### config.mk
export PLATFORM = sky130hd
export DESIGN_NAME = skipmask_frame_filter
export DESIGN_NICKNAME = d
export VERILOG_FILES = /design/src/rtl/sfm_pkg.sv /design/src/rtl/sfm_pattern_store.sv /design/src/rtl/sfm_dword_cmp.sv /design/src/rtl/sfm_walker.sv /design/src/rtl/skipmask_frame_filter.sv
export SDC_FILE = /design/constraint.sdc
export NUM_CORES = 1
export LEC_CHECK = 0
export BUFFER_PORTS_ARGS = -buffer_cell sky130_fd_sc_hd__buf_2
export CAP_MARGIN = 20
export CORE_UTILIZATION = 56
export CTS_BUF_LIST = sky130_fd_sc_hd__clkbuf_8
export CTS_CLUSTER_DIAMETER = 50
export DETAILED_ROUTE_END_ITERATION = 8
export PLACE_DENSITY = 0.76
export SLEW_MARGIN = 10
export SYNTH_ARGS = -nofsm -noshare
export SYNTH_HDL_FRONTEND = slang
export SYNTH_SLANG_ARGS = --single-unit
### constraint.sdc
create_clock -name clk -period 4.8 [get_ports clk]
set_input_delay 0.24 -clock clk [delete_from_list [all_inputs] [get_ports clk]]
set_output_delay 0.24 -clock clk [all_outputs]
set_load 0.1 [all_outputs]
### src/rtl/sfm_pkg.sv
package sfm_pkg;

    localparam int SFM_WORDS   = 8;
    localparam int SFM_BYTES   = 4;
    localparam int SFM_SKIP_W  = 3;
    localparam int SFM_IDX_W   = $clog2(SFM_WORDS);
    localparam int SFM_DW_W    = 8 * SFM_BYTES;
    localparam int SFM_WORD_W  = 1 + SFM_SKIP_W + SFM_BYTES + SFM_DW_W;

    typedef struct packed {
        logic                  fin;
        logic [SFM_SKIP_W-1:0] skip;
        logic [SFM_BYTES-1:0]  mask;
        logic [SFM_DW_W-1:0]   data;
    } sfm_word_t;

    typedef struct packed {
        logic [SFM_IDX_W-1:0]  idx;
        logic [SFM_SKIP_W-1:0] scnt;
        logic                  done;
        logic                  fail;
    } sfm_walk_t;

    typedef enum logic [1:0] {
        ACT_IDLE,
        ACT_SKIP,
        ACT_CMP
    } sfm_act_e;

    function automatic logic sfm_is_final(logic fin, logic [SFM_IDX_W-1:0] idx);
        return fin || (idx == SFM_IDX_W'(SFM_WORDS - 1));
    endfunction

endpackage

### src/rtl/sfm_pattern_store.sv
module sfm_pattern_store
    import sfm_pkg::*;
#(
    parameter int NWORDS = SFM_WORDS,
    localparam int AW = $clog2(NWORDS)
) (
    input  logic            clk,
    input  logic            rst,
    input  logic            we,
    input  logic [AW-1:0]   waddr,
    input  sfm_word_t       wdata,
    input  logic [AW-1:0]   raddr,
    output sfm_word_t       rword
);

    sfm_word_t mem [NWORDS];

    always_ff @(posedge clk) begin
        if (rst) begin
            for (int i = 0; i < NWORDS; i++) mem[i] <= '0;
        end else if (we) begin
            mem[waddr] <= wdata;
        end
    end

    // Registered storage: a read in the write cycle sees the old word
    assign rword = mem[raddr];

    p_write_lands_r12: assert property (@(posedge clk) disable iff (rst)
        ($past(we) && !$past(rst)) |-> (mem[$past(waddr)] == $past(wdata)));

endmodule

### src/rtl/sfm_dword_cmp.sv
module sfm_dword_cmp
    import sfm_pkg::*;
(
    input  logic [SFM_DW_W-1:0]  rx_dw,
    input  logic [SFM_DW_W-1:0]  pat,
    input  logic [SFM_BYTES-1:0] mask,
    output logic                 equal
);

    logic [SFM_BYTES-1:0] lane_ok;

    for (genvar b = 0; b < SFM_BYTES; b++) begin : g_lane
        assign lane_ok[b] = !mask[b] || (rx_dw[8*b +: 8] == pat[8*b +: 8]);
    end

    assign equal = &lane_ok;

    always_comb begin
        if (mask == '0) begin
            p_empty_mask_equal_r6: assert (equal);
        end
    end

endmodule

### src/rtl/sfm_walker.sv
module sfm_walker
    import sfm_pkg::*;
(
    input  logic                  clk,
    input  logic                  rst,
    input  logic                  rx_valid,
    input  logic                  rx_last,
    input  logic [SFM_SKIP_W-1:0] cur_skip,
    input  logic                  cur_fin,
    input  logic                  hit,
    output logic [SFM_IDX_W-1:0]  idx,
    output logic                  res_valid,
    output logic                  res_match
);

    sfm_walk_t st, nxt;
    sfm_act_e  act;
    logic      eof;
    logic      verdict;

    assign eof = rx_valid && rx_last;
    assign idx = st.idx;

    always_comb begin
        act = ACT_IDLE;
        if (rx_valid && !st.done && !st.fail) begin
            act = (st.scnt < cur_skip) ? ACT_SKIP : ACT_CMP;
        end
    end

    always_comb begin
        nxt = st;
        case (act)
            ACT_SKIP: nxt.scnt = st.scnt + 1'b1;
            ACT_CMP: begin
                if (!hit) begin
                    nxt.fail = 1'b1;
                end else if (sfm_is_final(cur_fin, st.idx)) begin
                    nxt.done = 1'b1;
                end else begin
                    nxt.idx  = st.idx + 1'b1;
                    nxt.scnt = '0;
                end
            end
            default: ;
        endcase
    end

    assign verdict = nxt.done && !nxt.fail;

    always_ff @(posedge clk) begin
        if (rst) begin
            st        <= '0;
            res_valid <= 1'b0;
            res_match <= 1'b0;
        end else begin
            res_valid <= eof;
            res_match <= eof && verdict;
            st        <= eof ? '0 : nxt;
        end
    end

    p_fail_sticky_r8: assert property (@(posedge clk) disable iff (rst)
        (st.fail && !eof) |=> st.fail);

    p_idx_forward_r7: assert property (@(posedge clk) disable iff (rst)
        !eof |=> (st.idx >= $past(st.idx)));

    p_done_holds_r5: assert property (@(posedge clk) disable iff (rst)
        (st.done && !eof) |=> (st.done && $stable(st.idx)));

    p_fresh_frame_r11: assert property (@(posedge clk) disable iff (rst)
        eof |=> (st.idx == '0 && !st.done && !st.fail));

endmodule

### src/rtl/skipmask_frame_filter.sv
module skipmask_frame_filter
    import sfm_pkg::*;
(
    input  logic                  clk,
    input  logic                  rst,
    input  logic                  pw_we,
    input  logic [SFM_IDX_W-1:0]  pw_addr,
    input  logic [SFM_WORD_W-1:0] pw_data,
    input  logic                  rx_valid,
    input  logic [SFM_DW_W-1:0]   rx_data,
    input  logic                  rx_last,
    output logic                  res_valid,
    output logic                  res_match
);

    sfm_word_t            wr_word;
    sfm_word_t            cur;
    logic [SFM_IDX_W-1:0] idx;
    logic                 hit;

    assign wr_word = sfm_word_t'(pw_data);

    sfm_pattern_store #(.NWORDS(SFM_WORDS)) u_store (
        .clk   (clk),
        .rst   (rst),
        .we    (pw_we),
        .waddr (pw_addr),
        .wdata (wr_word),
        .raddr (idx),
        .rword (cur)
    );

    sfm_dword_cmp u_cmp (
        .rx_dw (rx_data),
        .pat   (cur.data),
        .mask  (cur.mask),
        .equal (hit)
    );

    sfm_walker u_walk (
        .clk       (clk),
        .rst       (rst),
        .rx_valid  (rx_valid),
        .rx_last   (rx_last),
        .cur_skip  (cur.skip),
        .cur_fin   (cur.fin),
        .hit       (hit),
        .idx       (idx),
        .res_valid (res_valid),
        .res_match (res_match)
    );

    p_quiet_match_r11: assert property (@(posedge clk) disable iff (rst)
        !res_valid |-> !res_match);

    p_result_after_eof_r11: assert property (@(posedge clk) disable iff (rst)
        res_valid |-> $past(rx_valid && rx_last));

endmodule

== After elaboration in Yosys (flattened, before gate mapping) ==
Memories as Yosys holds them, arrays and structs flattened. A register that Yosys moved wholly into a read port is not among the register bits.
Cells that the tools add are included.

* $mul: 0
* Reductions and logical operators: 23
* Shifts and indexed selects: 0
* Bitwise logic cells: 1
* Divide/modulo/power cells: 0
* Equal/unequal tests: 9
* Add/subtract/negate cells: 2
* $lt $le $gt $ge: 1
* Mux-type cells: 18

{| class="wikitable"
|+ Operators by type and width
! cell !! count
|-
| 40-bit 2-to-1 mux || 1
|-
| 40-bit OR reduction || 1
|-
| 8-bit equality test || 4
|-
| 3-bit 2-to-1 mux || 4
|-
| 1-bit 2-to-1 mux || 8
|-
| 1-bit zero test || 7
|-
| 3-bit by 1-bit adder with 3-bit output (second input constant) || 2
|-
| 2-bit 2-to-1 mux || 3
|-
| 3-bit one-hot mux with 2 select lines || 1
|-
| 6-bit AND reduction || 1
|-
| 1-bit logical AND || 5
|-
| 1-bit logical OR || 5
|-
| 4-bit 2-to-1 mux || 1
|-
| 4-bit AND reduction || 1
|-
| 3-bit equality test (second input constant) || 1
|-
| 3-bit less-than comparator || 1
|-
| 3-bit AND reduction || 1
|-
| 2-bit by 1-bit equality test with 1-bit output (second input constant) || 1
|-
| 2-bit equality test (second input constant) || 1
|-
| 2-bit by 1-bit != test with 1-bit output (second input constant) || 1
|-
| 2-bit != test (second input constant) || 1
|-
| 2-bit nonzero test || 1
|-
| 2-bit OR reduction || 1
|-
| 1-bit NOT || 1
|}

* Input port bits: 80
* Memories: 1
* Bits in registers: 10
* Output and inout bits: 2
* Bits in writable memories: 320
* Bits in latches: 0
* Logic and storage cells: 61
* Bits in read-only memories: 0

{| class="wikitable"
|+ Memory list
! memory !! words !! width !! read ports !! clocked after memory_dff !! write ports !! RTL line !! RTL
|-
| u_store.mem || 8 || 40 || 1 || 1 || 8 || sfm_pattern_store.sv:16 || <nowiki>sfm_word_t mem [NWORDS];</nowiki>
|}

== Longest topological paths before layout ==
* Word-level depth: 9
* Mapped depth: 13
* Depth with buffers taken out: 9

== Cells and area by module ==
Synthesis repeated with hierarchy kept, for this count alone.

* Cells, all modules: 1014
* Area, all modules: 15313.4 sq um

{| class="wikitable"
|+ By module, submodules not included
! module !! seq. area each (sq um) !! times used !! cells each !! area each (sq um)
|-
| sfm_pattern_store || 9609.2 || 1 || 907 || 14403.8
|-
| sfm_walker || 200.2 || 1 || 62 || 550.5
|-
| sfm_dword_cmp || 0.0 || 1 || 45 || 359.1
|}

== Least setup slack after synthesis ==
Ideal clock, no wire load.

* Path kind: reg-to-reg
* Start point: register (tool-made name)
* End point: register u_walk.st[4] (netlist bit)
* Path buffers: 4
* Stages on the path, launching flop included: 14
* Library setup time: 0.072 ns
* Required time: 4.728 ns
* Slack: 1.680 ns
* Period minus slack after synthesis: 3.120 ns
* Arrival: 3.049 ns
* Cell sequence: dfxtp_1 > buf_4 > buf_4 > buf_4 > buf_4 > mux4_2 > mux2i_1 > ha_1 > o21a_1 > o21a_1 > nor2_1 > o21ai_1 > a211oi_1 > mux2i_1

{| class="wikitable"
|+ RTL lines
! element !! RTL line !! RTL
|-
| to (signal assigned) || sfm_walker.sv:59 || <nowiki>st <= eof ? '0 : nxt;</nowiki>
|-
| to (decl) || sfm_walker.sv:16 || <nowiki>sfm_walk_t st, nxt;</nowiki>
|}

==> results.md <==
- Result of the run: finished clean
- Time the worst path needs with I/O delays and setup: 3.78 ns
- Clock root buffer: sky130_fd_sc_hd__clkbuf_8
- H-Tree Depth: 2
- Worst setup skew after layout: 0.0164 ns
- Global routing usage on met3: 4.85%
- Global route overflow: 0
- Average size of a mapped cell: 14.9 sq um
- Post-layout util: 63.9%
- 1st-iter DRT viols: 670
- Total setup buffers inserted after CTS: 0
- Most numerous cell in the Yosys netlist: sky130_fd_sc_hd__and2_1
- Number of instances in the synthesized netlist: 1031
- Vias per cell: 5.89
- Slew @ Worst Pin: 0.944 ns
- Worst Hold Path EP: u_store.mem[6][3]
- Worst slew margin relative to its limit: 37.1%
- Async S/R FF share, synth: 0%
- Max rail drop VDD: 0.279 mV
- Number of cells on the worst reg-to-reg path: 8
- Die width: 168 microns
- Total via count in the routed design: 8964
- LEAKAGE: 0.00604 uW
- Share of synthesized area occupied by flip-flops and latches: 64.2%
- Post-CTS Resized: 0
- Final setup viols: 0
- All-layer global routing usage: 26.5%
- Unrepaired setup endpoints after global routing: false
- Leading register cell type out of synthesis: sky130_fd_sc_hd__edfxtp_1
- Setup Crit Path Kind: reg -> reg
- Placer congestion estimate: 0.835
- Initial core utilization: 57.1%
- Total number of nets in the final design: 1224
- Count of flip-flops with a built-in enable after synthesis: 320
- Fmax: 0.264 GHz
- Final hold violations: 0
- Global-route wire length before repair: 54800 microns
- Overall die height: 168 microns
- Met2 routing resource usage after global routing: 44.5%
- Number of antenna violations at the first check in global routing: 1
- Worst path setup slack after routing: 1.02 ns
- Start point of the worst min-delay path: pw_data[3]
- IO Count: 82
- Maximum net fanout on the critical path: 21
- Warnings, synthesis: 0
- Instance count along the most critical hold path: 2
- Maximum number of pins on one net before global-route repair: 47
- Share of post-route cells with drive strength above 1: 21.3%
- Data arrival, critical path: 4.29 ns
- Required time worst endpoint: 5.31 ns
- Number of storage elements in the synthesis netlist: 333
- TritonCTS clock tree: done
- Layout overhead on the synthesized area: 12.0%
- Hold Crit Class: in -> reg
- Drt total wl: 36100 microns
- Final TNS setup: 0 ns
- Post-DRT Antenna Nets: 0
- Largest area contributor in the netlist: sky130_fd_sc_hd__edfxtp_1
- TritonCTS buffer count: 53
- Routing usage on met1: 35.1%
- Area of the placeable core: 27000 sq um
- Final Max Slew Viols: 0
- Kind of capture point of the worst setup path: register
- Commonest cells post-synth: 321 x sky130_fd_sc_hd__and2_1, 320 x sky130_fd_sc_hd__edfxtp_1, 56 x sky130_fd_sc_hd__mux2i_1
- Std cell rows: 60
- IO Port Bufs: 81
- Number of clock sinks: 333
- Total non-filler cell area in the finished layout: 17200 sq um
- Worst-case clock buffer depth: 3
- Post-cts hold buffer count: 5
- Category of the worst setup path launch point: register
- Clock transition at the registers of the reported paths: 0.06 ns
- Mean routed wirelength per cell: 23.7 microns
- Pre-Repair DR Iteration Count: 5
- Clock insertion delay at the later pin of the skew report: 0.58 ns
- Unique masters post-synth: 50
- Post-synth top area share: 62.5%
- Detailed Place HPWL: 20600 microns
- Register-to-Register Setup Slack: 1.02 ns
- Net count of the mapped netlist: 1116
- Busiest layer in global routing: met2
- Post-placement setup slack: 1.11 ns
- Via count of the first global-routing pass: 9345
- DIE AREA: 28100 sq um
- Final worst-path cycle share: 78.8%
- Cell area after placement: 16200 sq um
- Synthesized cell area: 15400 sq um
- Top cells by area in the synthesized netlist: sky130_fd_sc_hd__edfxtp_1 62%, sky130_fd_sc_hd__and2_1 13%, sky130_fd_sc_hd__mux4_2 7.0%, sky130_fd_sc_hd__mux2i_1 3.6%, sky130_fd_sc_hd__dfxtp_1 1.7%
- Pwr/cell area: 348 nW/um^2
- Critical register-to-register path endpoint: u_walk.res_match
- Number of max-capacitance violations reported: 0
- DRC violation count after routing: 0
==> sequential cells by signal, indices dropped and copies added (netlist names), named ones only <==
name              count
u_walk.idx            3
u_walk.st             5
u_store.mem         320
u_walk.res_valid      1
u_walk.res_match      1
==> cell families after synthesis <==
group,share of synthesized area (%)
and+or+nand+nor,16.6
AOI/OAI and AO/OA,4.46
adders and majority gates,0.407
buffers and inverters,2.07
DFF,64.2
xor gates and xnor gates,1.02
muxes,11.3
==> cells in the final DEF (no fill, tap or decap), types with 4 or more instances in the layout <==
cell                            instances
sky130_fd_sc_hd__a211oi_1              25
sky130_fd_sc_hd__a21oi_1                6
sky130_fd_sc_hd__a22o_1                13
sky130_fd_sc_hd__and2_1               321
sky130_fd_sc_hd__buf_2                 81
sky130_fd_sc_hd__buf_4                 28
sky130_fd_sc_hd__clkbuf_8              56
sky130_fd_sc_hd__clkinv_1              13
sky130_fd_sc_hd__clkinv_2               4
sky130_fd_sc_hd__dfxtp_1               10
sky130_fd_sc_hd__dlygate4sd3_1          5
sky130_fd_sc_hd__edfxtp_1             320
sky130_fd_sc_hd__ha_1                   5
sky130_fd_sc_hd__inv_1                 25
sky130_fd_sc_hd__mux2_1                 6
sky130_fd_sc_hd__mux2i_1               56
sky130_fd_sc_hd__mux4_2                48
sky130_fd_sc_hd__nand2b_1               4
sky130_fd_sc_hd__nor2_1                 5
sky130_fd_sc_hd__nor2_4                 6
sky130_fd_sc_hd__nor2b_1               26
sky130_fd_sc_hd__nor4_1                21
sky130_fd_sc_hd__o21ai_1                4
sky130_fd_sc_hd__o31a_1                12
sky130_fd_sc_hd__or2_2                  8
sky130_fd_sc_hd__xnor2_1               12
sky130_fd_sc_hd__xor2_1                 6
==> critical path: stages, from the launching register on <==
cell and delay [ns]:
sky130_fd_sc_hd__dfxtp_2 0.85, sky130_fd_sc_hd__nand2_1 0.69, sky130_fd_sc_hd__a211oi_1 0.54, sky130_fd_sc_hd__nor4_1 0.10, sky130_fd_sc_hd__nor4_1 0.42, sky130_fd_sc_hd__a31o_2 0.26, sky130_fd_sc_hd__o2111ai_4 0.20, sky130_fd_sc_hd__o41ai_2 0.41
sky130_fd_sc_hd__and4bb_1 0.23
==> per-layer routing <==
layer / vias to the layer above / share of wire [%]
met5: - / 0
met4: 0 / 2.4
met3: 64 / 6.5
met2: 318 / 50
met1: 4515 / 41
li1: 4067 / -
==> worst max path at each step <==
stage	startpoint	endpoint	slack (ns)
2_1_floorplan	register	u_walk.st[4]	1.68
3_3_place_gp	register	u_walk.res_match	1.17
3_5_place_dp	register	u_walk.res_match	1.11
4_1_cts	register	u_walk.res_match	1.08
5_1_grt	register	u_walk.res_match	0.75
6_report	register	u_walk.res_match	1.02
==> report_power, final <==
part / switching (uW) / total (uW) / leakage (uW) / internal (uW)
registers: 46.1 / 3410 / 0.00317 / 3360
logic: 226 / 366 / 0.00229 / 140
clock network: 1100 / 2220 / 0.000575 / 1130
==> final cells by class <==
class | count | area [sq um]
timing repair buffer | 116 | 706
fill | 1978 | 9720
antenna | 1 | 2.50
inverter | 3 | 11.3
clock inverter | 41 | 190
clock buffer | 56 | 771
multi-input combinational | 632 | 5250
tap | 341 | 427
sequential | 333 | 9880
==> stage by stage <==
step | std cells | hold slack (ns) | total power (uW)
global route | 1522 | 0.0190 | 6180
detailed placement | 1420 | 0.476 | 3830
floorplan | 1031 | 0.386 | 3650
global placement | 1420 | 0.481 | 3810
finish | 1523 | 0.0246 | 5990
CTS | 1522 | 0.00135 | 6020
Power figures use the tool's default switching activity.
